`src/rtl/lpcnt_pkg.sv`:
```
package lpcnt_pkg;

    localparam int ADDR_W = 5;

    localparam logic [ADDR_W-1:0] OFF_STAT = 5'h00;
    localparam logic [ADDR_W-1:0] OFF_CLR  = 5'h04;
    localparam logic [ADDR_W-1:0] OFF_CFG  = 5'h0C;
    localparam logic [ADDR_W-1:0] OFF_CTL  = 5'h10;
    localparam logic [ADDR_W-1:0] OFF_CMP  = 5'h14;
    localparam logic [ADDR_W-1:0] OFF_RLD  = 5'h18;
    localparam logic [ADDR_W-1:0] OFF_CNT  = 5'h1C;

    localparam int NCH    = 2;
    localparam int CH_RLD = 0;
    localparam int CH_CMP = 1;

    typedef enum logic [1:0] {
        CTL_OFF   = 2'd0,
        CTL_ARMED = 2'd1,
        CTL_RUN   = 2'd2
    } ctl_state_e;

    typedef enum logic {
        XF_IDLE = 1'b0,
        XF_SYNC = 1'b1
    } xf_state_e;

endpackage

```
`src/rtl/lpcnt_ctl_fsm.sv`:
```
module lpcnt_ctl_fsm
    import lpcnt_pkg::*;
(
    input  logic clk,
    input  logic rst_n,
    input  logic ctl_wr_i,
    input  logic en_bit_i,
    input  logic start_bit_i,
    output logic enable_o,
    output logic run_o
);

    ctl_state_e state_q, state_d;

    always_ff @(posedge clk or negedge rst_n) begin
        if (!rst_n) state_q <= CTL_OFF;
        else        state_q <= state_d;
    end

    always_comb begin
        state_d = state_q;
        if (ctl_wr_i) begin
            if (!en_bit_i) begin
                state_d = CTL_OFF;
            end else begin
                unique case (state_q)
                    CTL_OFF:   state_d = CTL_ARMED;
                    CTL_ARMED: state_d = start_bit_i ? CTL_RUN : CTL_ARMED;
                    CTL_RUN:   state_d = CTL_RUN;
                    default:   state_d = CTL_OFF;
                endcase
            end
        end
    end

    always_comb begin
        enable_o = (state_q != CTL_OFF);
        run_o    = (state_q == CTL_RUN);
    end

endmodule

```
`src/rtl/lpcnt_xfer.sv`:
```
module lpcnt_xfer
    import lpcnt_pkg::*;
#(
    parameter int              DW      = 16,
    parameter int              LAT     = 3,
    parameter logic [DW-1:0]   RST_VAL = '0
) (
    input  logic          clk,
    input  logic          rst_n,
    input  logic          load_i,
    input  logic [DW-1:0] data_i,
    output logic          busy_o,
    output logic          done_o,
    output logic [DW-1:0] value_o
);

    localparam int CW = (LAT > 1) ? $clog2(LAT) : 1;
    localparam logic [CW-1:0] CNT_INIT = CW'(LAT - 1);

    xf_state_e     state_q, state_d;
    logic [CW-1:0] cnt_q;
    logic [DW-1:0] hold_q;
    logic [DW-1:0] value_q;

    always_ff @(posedge clk or negedge rst_n) begin
        if (!rst_n) state_q <= XF_IDLE;
        else        state_q <= state_d;
    end

    always_comb begin
        state_d = state_q;
        unique case (state_q)
            XF_IDLE: if (load_i) state_d = XF_SYNC;
            XF_SYNC: if (cnt_q == '0) state_d = XF_IDLE;
            default: state_d = XF_IDLE;
        endcase
    end

    always_ff @(posedge clk or negedge rst_n) begin
        if (!rst_n) begin
            cnt_q   <= '0;
            hold_q  <= '0;
            value_q <= RST_VAL;
        end else begin
            if (state_q == XF_IDLE && load_i) begin
                cnt_q  <= CNT_INIT;
                hold_q <= data_i;
            end else if (state_q == XF_SYNC) begin
                if (cnt_q == '0) value_q <= hold_q;
                else             cnt_q   <= cnt_q - 1'b1;
            end
        end
    end

    always_comb begin
        busy_o  = (state_q == XF_SYNC);
        done_o  = (state_q == XF_SYNC) && (cnt_q == '0);
        value_o = value_q;
    end

endmodule

```
`src/rtl/lpcnt_regbank.sv`:
```
module lpcnt_regbank
    import lpcnt_pkg::*;
#(
    parameter int BUS_W    = 32,
    parameter int DW       = 16,
    parameter int CNT_W    = 16,
    parameter int PRESC_W  = 3,
    parameter int XFER_LAT = 3
) (
    input  logic               clk,
    input  logic               rst_n,
    input  logic               bus_req,
    input  logic               bus_wr,
    input  logic [ADDR_W-1:0]  bus_addr,
    input  logic [BUS_W-1:0]   bus_wdata,
    output logic [BUS_W-1:0]   bus_rdata,
    output logic               bus_err,
    input  logic [CNT_W-1:0]   count_i,
    output logic               cfg_encoder_o,
    output logic               cfg_extcnt_o,
    output logic [1:0]         cfg_edge_o,
    output logic [PRESC_W-1:0] cfg_presc_o,
    output logic               core_enable_o,
    output logic               core_run_o,
    output logic [DW-1:0]      reload_o,
    output logic [DW-1:0]      compare_o
);

    localparam int CFG_W = PRESC_W + 4;

    logic               wr_any;
    logic               wr_ctl, wr_cfg, wr_clr;
    logic [NCH-1:0]     ch_wr;
    logic [NCH-1:0]     ch_load;
    logic [NCH-1:0]     ch_err;
    logic [NCH-1:0]     xf_busy;
    logic [NCH-1:0]     xf_done;
    logic [NCH-1:0]     ok_q;
    logic [DW-1:0]      ch_val [NCH];
    logic [CFG_W-1:0]   cfg_q;
    logic [CFG_W-1:0]   cfg_word;

    assign wr_any        = bus_req && bus_wr;
    assign wr_ctl        = wr_any && (bus_addr == OFF_CTL);
    assign wr_cfg        = wr_any && (bus_addr == OFF_CFG);
    assign wr_clr        = wr_any && (bus_addr == OFF_CLR);
    assign ch_wr[CH_RLD] = wr_any && (bus_addr == OFF_RLD);
    assign ch_wr[CH_CMP] = wr_any && (bus_addr == OFF_CMP);

    lpcnt_ctl_fsm u_ctl (
        .clk         (clk),
        .rst_n       (rst_n),
        .ctl_wr_i    (wr_ctl),
        .en_bit_i    (bus_wdata[0]),
        .start_bit_i (bus_wdata[1]),
        .enable_o    (core_enable_o),
        .run_o       (core_run_o)
    );

    always_ff @(posedge clk or negedge rst_n) begin
        if (!rst_n)                       cfg_q <= '0;
        else if (wr_cfg && !core_enable_o) cfg_q <= bus_wdata[CFG_W-1:0];
    end

    assign cfg_word      = cfg_q;
    assign cfg_encoder_o = cfg_q[0];
    assign cfg_extcnt_o  = cfg_q[1];
    assign cfg_edge_o    = cfg_q[3:2];
    assign cfg_presc_o   = cfg_q[CFG_W-1:4];

    for (genvar ch = 0; ch < NCH; ch++) begin : g_ch
        localparam logic [DW-1:0] RST_VAL = (ch == CH_RLD) ? {DW{1'b1}} : '0;

        assign ch_load[ch] = ch_wr[ch] && core_enable_o && !xf_busy[ch];
        assign ch_err[ch]  = ch_wr[ch] && core_enable_o &&  xf_busy[ch];

        lpcnt_xfer #(
            .DW      (DW),
            .LAT     (XFER_LAT),
            .RST_VAL (RST_VAL)
        ) u_xfer (
            .clk     (clk),
            .rst_n   (rst_n),
            .load_i  (ch_load[ch]),
            .data_i  (bus_wdata[DW-1:0]),
            .busy_o  (xf_busy[ch]),
            .done_o  (xf_done[ch]),
            .value_o (ch_val[ch])
        );

        always_ff @(posedge clk or negedge rst_n) begin
            if (!rst_n)                        ok_q[ch] <= 1'b0;
            else if (xf_done[ch])              ok_q[ch] <= 1'b1;
            else if (wr_clr && bus_wdata[ch])  ok_q[ch] <= 1'b0;
        end
    end

    assign reload_o  = ch_val[CH_RLD];
    assign compare_o = ch_val[CH_CMP];
    assign bus_err   = |ch_err;

    always_comb begin
        bus_rdata = '0;
        if (bus_req && !bus_wr) begin
            unique case (bus_addr)
                OFF_STAT: bus_rdata = BUS_W'(ok_q);
                OFF_CFG:  bus_rdata = BUS_W'(cfg_q);
                OFF_CTL:  bus_rdata = BUS_W'({core_run_o, core_enable_o});
                OFF_CMP:  bus_rdata = BUS_W'(ch_val[CH_CMP]);
                OFF_RLD:  bus_rdata = BUS_W'(ch_val[CH_RLD]);
                OFF_CNT:  bus_rdata = BUS_W'(count_i);
                default:  bus_rdata = '0;
            endcase
        end
    end

endmodule

```
`config.mk`:
```
export PLATFORM = sky130hd
export DESIGN_NAME = lpcnt_regbank
export DESIGN_NICKNAME = d
export VERILOG_FILES = /design/src/rtl/lpcnt_pkg.sv /design/src/rtl/lpcnt_ctl_fsm.sv /design/src/rtl/lpcnt_xfer.sv /design/src/rtl/lpcnt_regbank.sv
export SDC_FILE = /design/constraint.sdc
export NUM_CORES = 1
export LEC_CHECK = 0
export CORE_MARGIN = 2
export CORE_UTILIZATION = 35
export CTS_BUF_LIST = sky130_fd_sc_hd__clkbuf_8
export DETAILED_ROUTE_END_ITERATION = 16
export GPL_TIMING_DRIVEN = 1
export MAX_ROUTING_LAYER = met4
export PLACE_DENSITY = 0.63
export SLEW_MARGIN = 20
export SYNTH_ARGS = -nofsm -noshare
export SYNTH_HDL_FRONTEND = slang
export SYNTH_HIERARCHICAL = 1
export SYNTH_SLANG_ARGS = --single-unit
export TNS_END_PERCENT = 1
```
`constraint.sdc`:
```
create_clock -name clk -period 3.6 [get_ports clk]
set_input_delay 0.36 -clock clk [delete_from_list [all_inputs] [get_ports clk]]
set_output_delay 0.36 -clock clk [all_outputs]
set_load 0.02 [all_outputs]
```
== Word-level counts from Yosys, hierarchy flattened ==
Cells that the tools add are included.
Operators by class
  add/sub/neg operators: 2
  equal/unequal tests: 10
  reduce and logical (&&, ||, !) cells: 38
  bitwise gates (word level): 4
  mux-type cells: 21
Operators with widths (number)
  $pmux W16 S6: 1
  $eq A5 B5 Y1 const B: 4
  $logic_and A1 B1 Y1: 20
  $mux W16: 1
  $mux W2: 8
  $reduce_bool A2 Y1: 5
  $mux W1: 8
  $logic_not A2 Y1: 3
  $pmux W2 S3: 1
  $reduce_and A3 Y1: 2
  $eq A5 B3 Y1 const B: 1
  $eq A5 B4 Y1 const B: 1
  $logic_not A5 Y1: 1
  $logic_not A1 Y1: 4
  $ne A2 B1 Y1 const B: 2
  $not A1 Y1: 4
  $pmux W1 S2: 2
  $reduce_and A2 Y1: 2
  $sub A2 B1 Y2 const B: 2
  $eq A2 B1 Y1 const B: 1
  $eq A2 B2 Y1 const B: 1
  $reduce_or A2 Y1: 1
Storage, ports and cells
  register bits: 81
  output and inout port bits: 74
  logic and storage cells: 87

== Depth between registers and ports, before layout ==
Gate-level depths: netlist of the first run.
  depth in word-level cells: 7
  mapped depth: 8
  gate-level depth less buffers: 6

== Modules after synthesis ==
Netlist of the first run, hierarchy kept.
Modules (own cells, without submodules)
  lpcnt_xfer at g_ch[0].u_xfer: times used 1, seq. area each 895.9 um^2, cells an instance 81, area an instance 1357.6 um^2
  lpcnt_xfer at g_ch[1].u_xfer: times used 1, seq. area each 875.8 um^2, cells an instance 81, area an instance 1337.5 um^2
  lpcnt_regbank: times used 1, seq. area each 225.2 um^2, cells an instance 133, area an instance 1182.4 um^2
  lpcnt_ctl_fsm: times used 1, seq. area each 50.0 um^2, cells an instance 13, area an instance 111.4 um^2

== Worst setup path before layout of the first run ==
Ideal clock, no wire load.
  path type: input to register
  start: input bus_addr[3]
  end: register g_ch[1].u_xfer.hold_q[10]
  data required time: 3.475 ns
  arrival: 2.106 ns
  setup time: 0.125 ns
  setup slack: 1.369 ns
  stages: 8
  buffers on the path: 3
  cells stage by stage: nor4b_2 > buf_2 > nand2_1 > nor3_1 > nor2b_1 > buf_6 > buf_6 > mux2_2
On the way
  word-level cells in the longest chain between the ends: 5
RTL lines
  start: declaration: RTL line lpcnt_regbank.sv:14  | input logic [ADDR_W-1:0] bus_addr,
  $eq A5 B5 Y1: RTL line lpcnt_regbank.sv:48  | assign ch_wr[CH_CMP] = wr_any && (bus_addr == OFF_CMP);
  $logic_and A1 B1 Y1: RTL line lpcnt_regbank.sv:48
  $logic_and A1 B1 Y1 (2 in series): RTL line lpcnt_regbank.sv:74  | assign ch_load[ch] = ch_wr[ch] && core_enable_o && !xf_busy[ch];
  net ch_load[1]: RTL line lpcnt_regbank.sv:34  | logic [NCH-1:0] ch_load;
  $logic_and A1 B1 Y1: RTL line lpcnt_xfer.sv:45  | if (state_q == XF_IDLE && load_i) begin
  end signal: assignment: RTL line lpcnt_xfer.sv:47  | hold_q <= data_i;
  end: declaration: RTL line lpcnt_xfer.sv:22  | logic [DW-1:0] hold_q;
The timed path passes the listed nets, and every way through them passes these cells.
A chain may end at the register's enable or synchronous reset.

== Worst setup path in the final report of the first run ==
  start: input bus_addr[3]
  end: output bus_rdata[15]
On the way
  word-level cells in the longest chain between the ends: 3
  elaborated cells on any way between the ends: 8
  classes of those cells: 5 x eq/ne; 2 x mux; 1 x reduce/logical
RTL lines
  $eq A5 B5 Y1, or another cell as far along: RTL line lpcnt_regbank.sv:105  | unique case (bus_addr)
  $pmux W16 S6 (*): RTL line lpcnt_regbank.sv:105
  $mux W16 (*): RTL line lpcnt_regbank.sv:104  | if (bus_req && !bus_wr) begin
  end: declaration: RTL line lpcnt_regbank.sv:16  | output logic [BUS_W-1:0] bus_rdata,
Every way passes the cells marked *; elsewhere a longest branch is shown, timed or not.

==> flow_summary.json, run 1 <==
{
  "crit_required_ns": 3.24,
  "dp_hpwl_um": 6668,
  "first_pass_iters": 4,
  "cp-start-kind": "primary input",
  "routed_wirelength_um": 9748,
  "yosysWarnings": 6,
  "vdd_drop_max_uv": 316.5,
  "ys_ff_latch": 81,
  "layoutNonFillerInstCount": 553,
  "synth.most_common_cell": "mux2_2",
  "synth.distinct_cells": 43,
  "syn_inst": 308,
  "synth_area_leaders": "dfrtp_1, mux2_2, dfstp_2",
  "worstMarginPinSlew_ns": 0.7336,
  "relSlewSlack_pct": 51.09,
  "ys.flop_type": "dfrtp_1",
  "synth_top_area_share_pct": 40.78,
  "status": "complete, no violations",
  "area.sequential_mm2": 0.002047,
  "cts_sinks": 81,
  "design.core.area_mm2": 0.01098,
  "nets": 467,
  "drc": 0,
  "syn_to_final_growth_pct": 31.99,
  "nFillCells": 991,
  "cts_post_setup_buffers_inserted": 0,
  "startpoint": "bus_addr[3]",
  "tns_ns": 0,
  "worstSetupPathType": "primary input to primary output",
  "drive_above_1_share_pct": 32.45,
  "syn_area_mm2": 0.003989,
  "vias": 2823,
  "track_usage_pct": 16.52,
  "power_w": 0.003251,
  "hp-class": "primary input to async pin",
  "end_kind": "primary output",
  "htreeDepth": 3,
  "vias_per_cell": 5.105,
  "rr_startpoint": "u_ctl/state_q[1]",
  "max-clock-path-buffers": 2,
  "insertion_delay_ns": 0.35,
  "grt_overflow_total": 0,
  "post-synth-top-area-cell": "dfrtp_1",
  "cts.clk_slew.worst_paths_ns": 0.08,
  "hold_viol": 0,
  "synthArstFlopShare_pct": 100.0,
  "grt_pass1_wl_um": 15570,
  "fp-row-count": 38,
  "post-route-util_pct": 47.94,
  "die_y_um": 110.8,
  "pre_cts_slack_ns": 0.5054,
  "post-route-period-util_pct": 85.06,
  "yosys-top-cells-count": "mux2_2, dfrtp_1, buf_4",
  "finalSetupViolations": 0,
  "die-area_mm2": 0.01227,
  "io_pins": 131,
  "grt_pass1_vias": 2968,
  "clock.fmax_mhz": 326.6,
  "ctsResizeCount": 0,
  "drtAntennaViolNets": 0,
  "fin_skew_ns": 0.008043,
  "rsz0062_at_grt": "no",
  "port_buffers": 98,
  "placedCellCount": 537,
  "critPathMaxFanout": 12,
  "grt_max_degree": 82,
  "wl_per_cell_um": 17.63,
  "fp.dieW_um": 110.8,
  "multi_input_area_mm2": 0.001754,
  "cts_tree": "built",
  "drv_cap": 0,
  "ys_seq_area_share_pct": 51.32,
  "slew_violations": 0,
  "numCtsBuffers": 9,
  "fin_crit_ns": 3.062,
  "syn_avg_cell_area_um2": 12.95,
  "synth_edf_count": 0,
  "arrival_ns": 2.70,
  "antenna_found_initial": 0,
  "drtIter0Drc": 144,
  "cts_hold_buf": 0,
  "clockRootBuffer": "clkbuf_8",
  "place.gp.congestion": 0.7731,
  "start_util_pct": 36.32,
  "fin_ws_ns": 0.5378,
  "powerDensity_mw_per_mm2": 617.4,
  "insertedDiodeCount": 0,
  "p_leak_nw": 2.310
}
==> cells in the final DEF, fill, tap and decap left out, types with 3 or more instances in the layout <==
cell / netlist / routed
inv_1: 10 / 12
nand2_1: 6 / 6
and3b_1: 4 / 4
a32oi_1: 14 / 14
conb_1: 1 / 16
mux2_1: 3 / 3
clkbuf_8: 0 / 10
nand3b_1: 7 / 7
dfstp_2: 16 / 16
a2bb2oi_1: 4 / 4
a21oi_1: 8 / 8
nand3_1: 3 / 3
mux2_2: 77 / 77
clkdlybuf4s50_1: 0 / 97
mux2_4: 7 / 7
dfrtp_1: 65 / 65
nor2_1: 14 / 14
buf_4: 17 / 9
==> flip-flops by register name (all words and copies together), names as in the netlist <==
register	cells
cfg_q	7
g_ch.u_xfer/busy_o	2
g_ch.u_xfer/cnt_q	4
g_ch.u_xfer/hold_q	32
g_ch.u_xfer/value_o	32
ok_q	2
u_ctl/state_q	2
==> worst paths after layout <==
kind / to / slack, ns / cells past startpoint
setup / recovery: bus_rdata[15] / 0.54 / 6
hold / removal: g_ch[0].u_xfer/hold_q[7] / 0.05 / 1
setup reg to reg: g_ch[0].u_xfer/hold_q[2] / 1.40 / 7
hold reg to reg: g_ch[1].u_xfer/value_o[2] / 0.51 / 1
max in group asynchronous: g_ch[0].u_xfer/hold_q[1] / 3.05 / 1
min in group clk: g_ch[1].u_xfer/value_o[2] / 0.51 / 1
==> layout make-up <==
cell class | instances | share of cell area (%)
Clock buffer | 10 | 2.614
Clock inverter | 6 | 1.141
Inverter | 11 | 0.7842
Multi-Input combinational cell | 198 | 33.32
Sequential cell | 81 | 38.88
Tap cell | 140 | 3.327
Timing Repair Buffer | 107 | 19.94
==> cells by family (layout without fill, tap and decap cells) <==
logic type	count (synthesis)	after routing	share of synthesized area [%]
adder cells (fa/ha/maj)	2	2	0.6273
AO/OA/AOI/OAI	38	38	6.932
buffers and inverters	44	134	6.995
XOR/XNOR	1	1	0.2196
flip-flops	81	81	51.32
other	1	16	0.09401
AND/OR/NAND/NOR	52	52	8.092
multiplexers	89	89	25.72
==> stage by stage <==
stage	hold WS, ns	area (um2)
after floorplan	0.06441	4045
after global placement	0.4825	5064
after detailed placement	0.4916	5064
after CTS	0.2050	5261
after global routing	0.07708	5265
final	0.04585	5265
==> critical path: stages <==
cell	delay (ns)
clkdlybuf4s50_1	0.77
xnor2_1	0.19
o2111ai_2	0.31
buf_4	0.30
nor2_1	0.14
clkdlybuf4s50_1	0.62
==> routing by layer <==
layer / vias to the layer above / global-route usage (%) / share of wire (%) / wire length [um]
li1: 1280 / - / - / -
met1: 1426 / 21.31 / 47 / 4596
met2: 111 / 25.73 / 46 / 4492
met3: 6 / 4.866 / 6.1 / 595
met4: 0 / 4.083 / 0.66 / 64
met5: - / - / 0 / 0
==> power breakdown <==
group / total, W / leakage (nW) / switching (W) / internal, W
Clock: 0.000664 / 0.109 / 0.000327 / 0.000337
Combinational: 0.00113 / 1.18 / 0.000522 / 0.000606
Sequential: 0.00146 / 1.02 / 0.000214 / 0.00124
Total: 0.00325 / 2.31 / 0.00106 / 0.00219
Power figures use the tool's default switching activity.
==> run 2: changes to the inputs <==
SLEW_MARGIN = 5   (was 20)
==> run 2 against run 1 <==
Global-route usage is the same. Final area is essentially flat. First-iteration DRC count is the same. Via count is the same. Core utilization is essentially flat. Power is essentially flat. Clock power is essentially flat. Non-clock buffer count is the same. Hold slack gained 0.14 ns. Flip-flop and latch count is the same.
==> flow_summary.json, run 2 (synthesis results as in run 1) <==
{
  "status": "complete, no violations",
  "crit_required_ns": 3.24,
  "finalSetupViolations": 0,
  "wl_per_cell_um": 17.63,
  "dp_hpwl_um": 6668,
  "insertion_delay_ns": 0.35,
  "drive_above_1_share_pct": 32.45,
  "reg2reg_depth": 7,
  "grt_max_degree": 82,
  "fin_skew_ns": 0.008043,
  "drtIter0Drc": 144,
  "drc": 0,
  "crit_buf_inv": 3,
  "cpLargestDelayFamily": "buffers and inverters",
  "insertedDiodeCount": 0,
  "nets": 467,
  "layout_common_cells": "clkdlybuf4s50_1, mux2_2, dfrtp_1",
  "vias_per_cell": 5.105,
  "worstMarginPinSlew_ns": 1.019,
  "placedCellCount": 537,
  "layoutNonFillerInstCount": 553,
  "cts_tree": "built",
  "relSlewSlack_pct": 32.04,
  "cts_hold_buf": 0,
  "hp-class": "primary input to async pin",
  "clockRootBuffer": "clkbuf_8",
  "syn_to_final_growth_pct": 31.90,
  "end_kind": "primary output",
  "first_pass_iters": 4,
  "cts_sinks": 81,
  "hold_viol": 0,
  "cts.clk_slew.worst_paths_ns": 0.08,
  "final_common_cell": "clkdlybuf4s50_1",
  "die_y_um": 110.8,
  "routed_wirelength_um": 9750,
  "r2r_end": "g_ch[0].u_xfer/hold_q[2]",
  "path_common_cell": "clkdlybuf4s50_1",
  "r2r_setup_slack_ns": 1.40,
  "design.core.area_mm2": 0.01098,
  "track_usage_pct": 16.52,
  "rsz0062_at_grt": "no",
  "fp-row-count": 38,
  "grt_overflow_total": 0,
  "grt_pass1_vias": 2968,
  "cts_post_setup_buffers_inserted": 0,
  "cp-start-kind": "primary input",
  "slew_violations": 0,
  "die-area_mm2": 0.01227,
  "max-clock-path-buffers": 2,
  "p_leak_nw": 2.309,
  "holdWs_ns": 0.1818,
  "critical-path-slowest-cell": "clkdlybuf4s50_1",
  "place.gp.congestion": 0.7731,
  "worstSetupPathType": "primary input to primary output",
  "drv_cap": 0,
  "numCtsBuffers": 9,
  "drtAntennaViolNets": 0,
  "post-route-period-util_pct": 85.06,
  "arrival_ns": 2.70,
  "start_util_pct": 36.32,
  "fp.dieW_um": 110.8,
  "htreeDepth": 3,
  "clock.fmax_mhz": 326.6,
  "tns_ns": 0,
  "rr_startpoint": "u_ctl/state_q[1]",
  "ctsResizeCount": 0,
  "vias": 2823,
  "grt_pass1_wl_um": 15570,
  "io_pins": 131,
  "critical_path.max_stage_delay_ns": 0.77,
  "vdd_drop_max_uv": 316.5,
  "antenna_found_initial": 0,
  "fin_crit_ns": 3.062,
  "port_buffers": 98,
  "cp_cell_sequence": "clkdlybuf4s50_1 -> xnor2_1 -> o2111ai_2 -> buf_4 -> nor2_1 -> clkdlybuf4s50_1",
  "powerDensity_mw_per_mm2": 617.8,
  "critPathMaxFanout": 12
}
==> run 2: cell counts in the layout (fill, tap and decap cells not counted) <==
No cell type changed its count.
==> run 2: metrics by stage <==
stage	area (um2)	setup WS [ns]	util, %	total power, W
after CTS	5261	0.5267	47.90	0.003292
after global routing	5261	0.3851	47.90	0.003436
after detailed placement	5064	0.5054	46.10	0.002606
final	5261	0.5378	47.90	0.003250
after floorplan	4045	1.369	-	0.002055
after global placement	5064	0.5556	46.10	0.002570
==> run 2: report_power, final <==
group	total, W	internal [W]	leakage (nW)	switching, W
logic	0.00113	0.000606	1.18	0.000522
registers	0.00146	0.00124	1.02	0.000214
clock network	0.000664	0.000337	0.109	0.000327
==> run 2: how the worst max path moves through the flow <==
stage	slack [ns]	depth (start not counted)	from	end
3_3_place_gp	0.56	6	bus_addr[4]	bus_rdata[3]
6_report	0.54	6	bus_addr[3]	bus_rdata[15]
3_5_place_dp	0.51	7	bus_addr[4]	g_ch[0].u_xfer/hold_q[15]
5_1_grt	0.39	6	bus_addr[3]	bus_rdata[15]
4_1_cts	0.53	6	bus_addr[4]	bus_rdata[3]
2_1_floorplan	1.37	8	bus_addr[3]	g_ch[1].u_xfer/hold_q[10]
==> run 2: final cells by class <==
cell class	count	area, um2
timing repair buffer	107	1046
clock inverter	6	60.06
multi-input combinational	198	1754
tap	140	175.2
inverter	11	41.29
sequential	81	2047
clock buffer	10	137.6
fill	992	5722
==> run 2: worst reg2reg max path: stages, from the launching register on <==
cell and delay, ns:
dfrtp_1 0.40, inv_1 0.09, nand2_1 0.16, nand3_1 0.17, nor4b_1 0.41, nor2b_2 0.20, buf_4 0.28, mux2_2 0.38
==> run 2: per-layer routing <==
layer | track usage (%) | wire length, um
met5 | - | 0
met4 | 4.083 | 64
met3 | 4.866 | 594
met2 | 25.73 | 4493
met1 | 21.31 | 4598
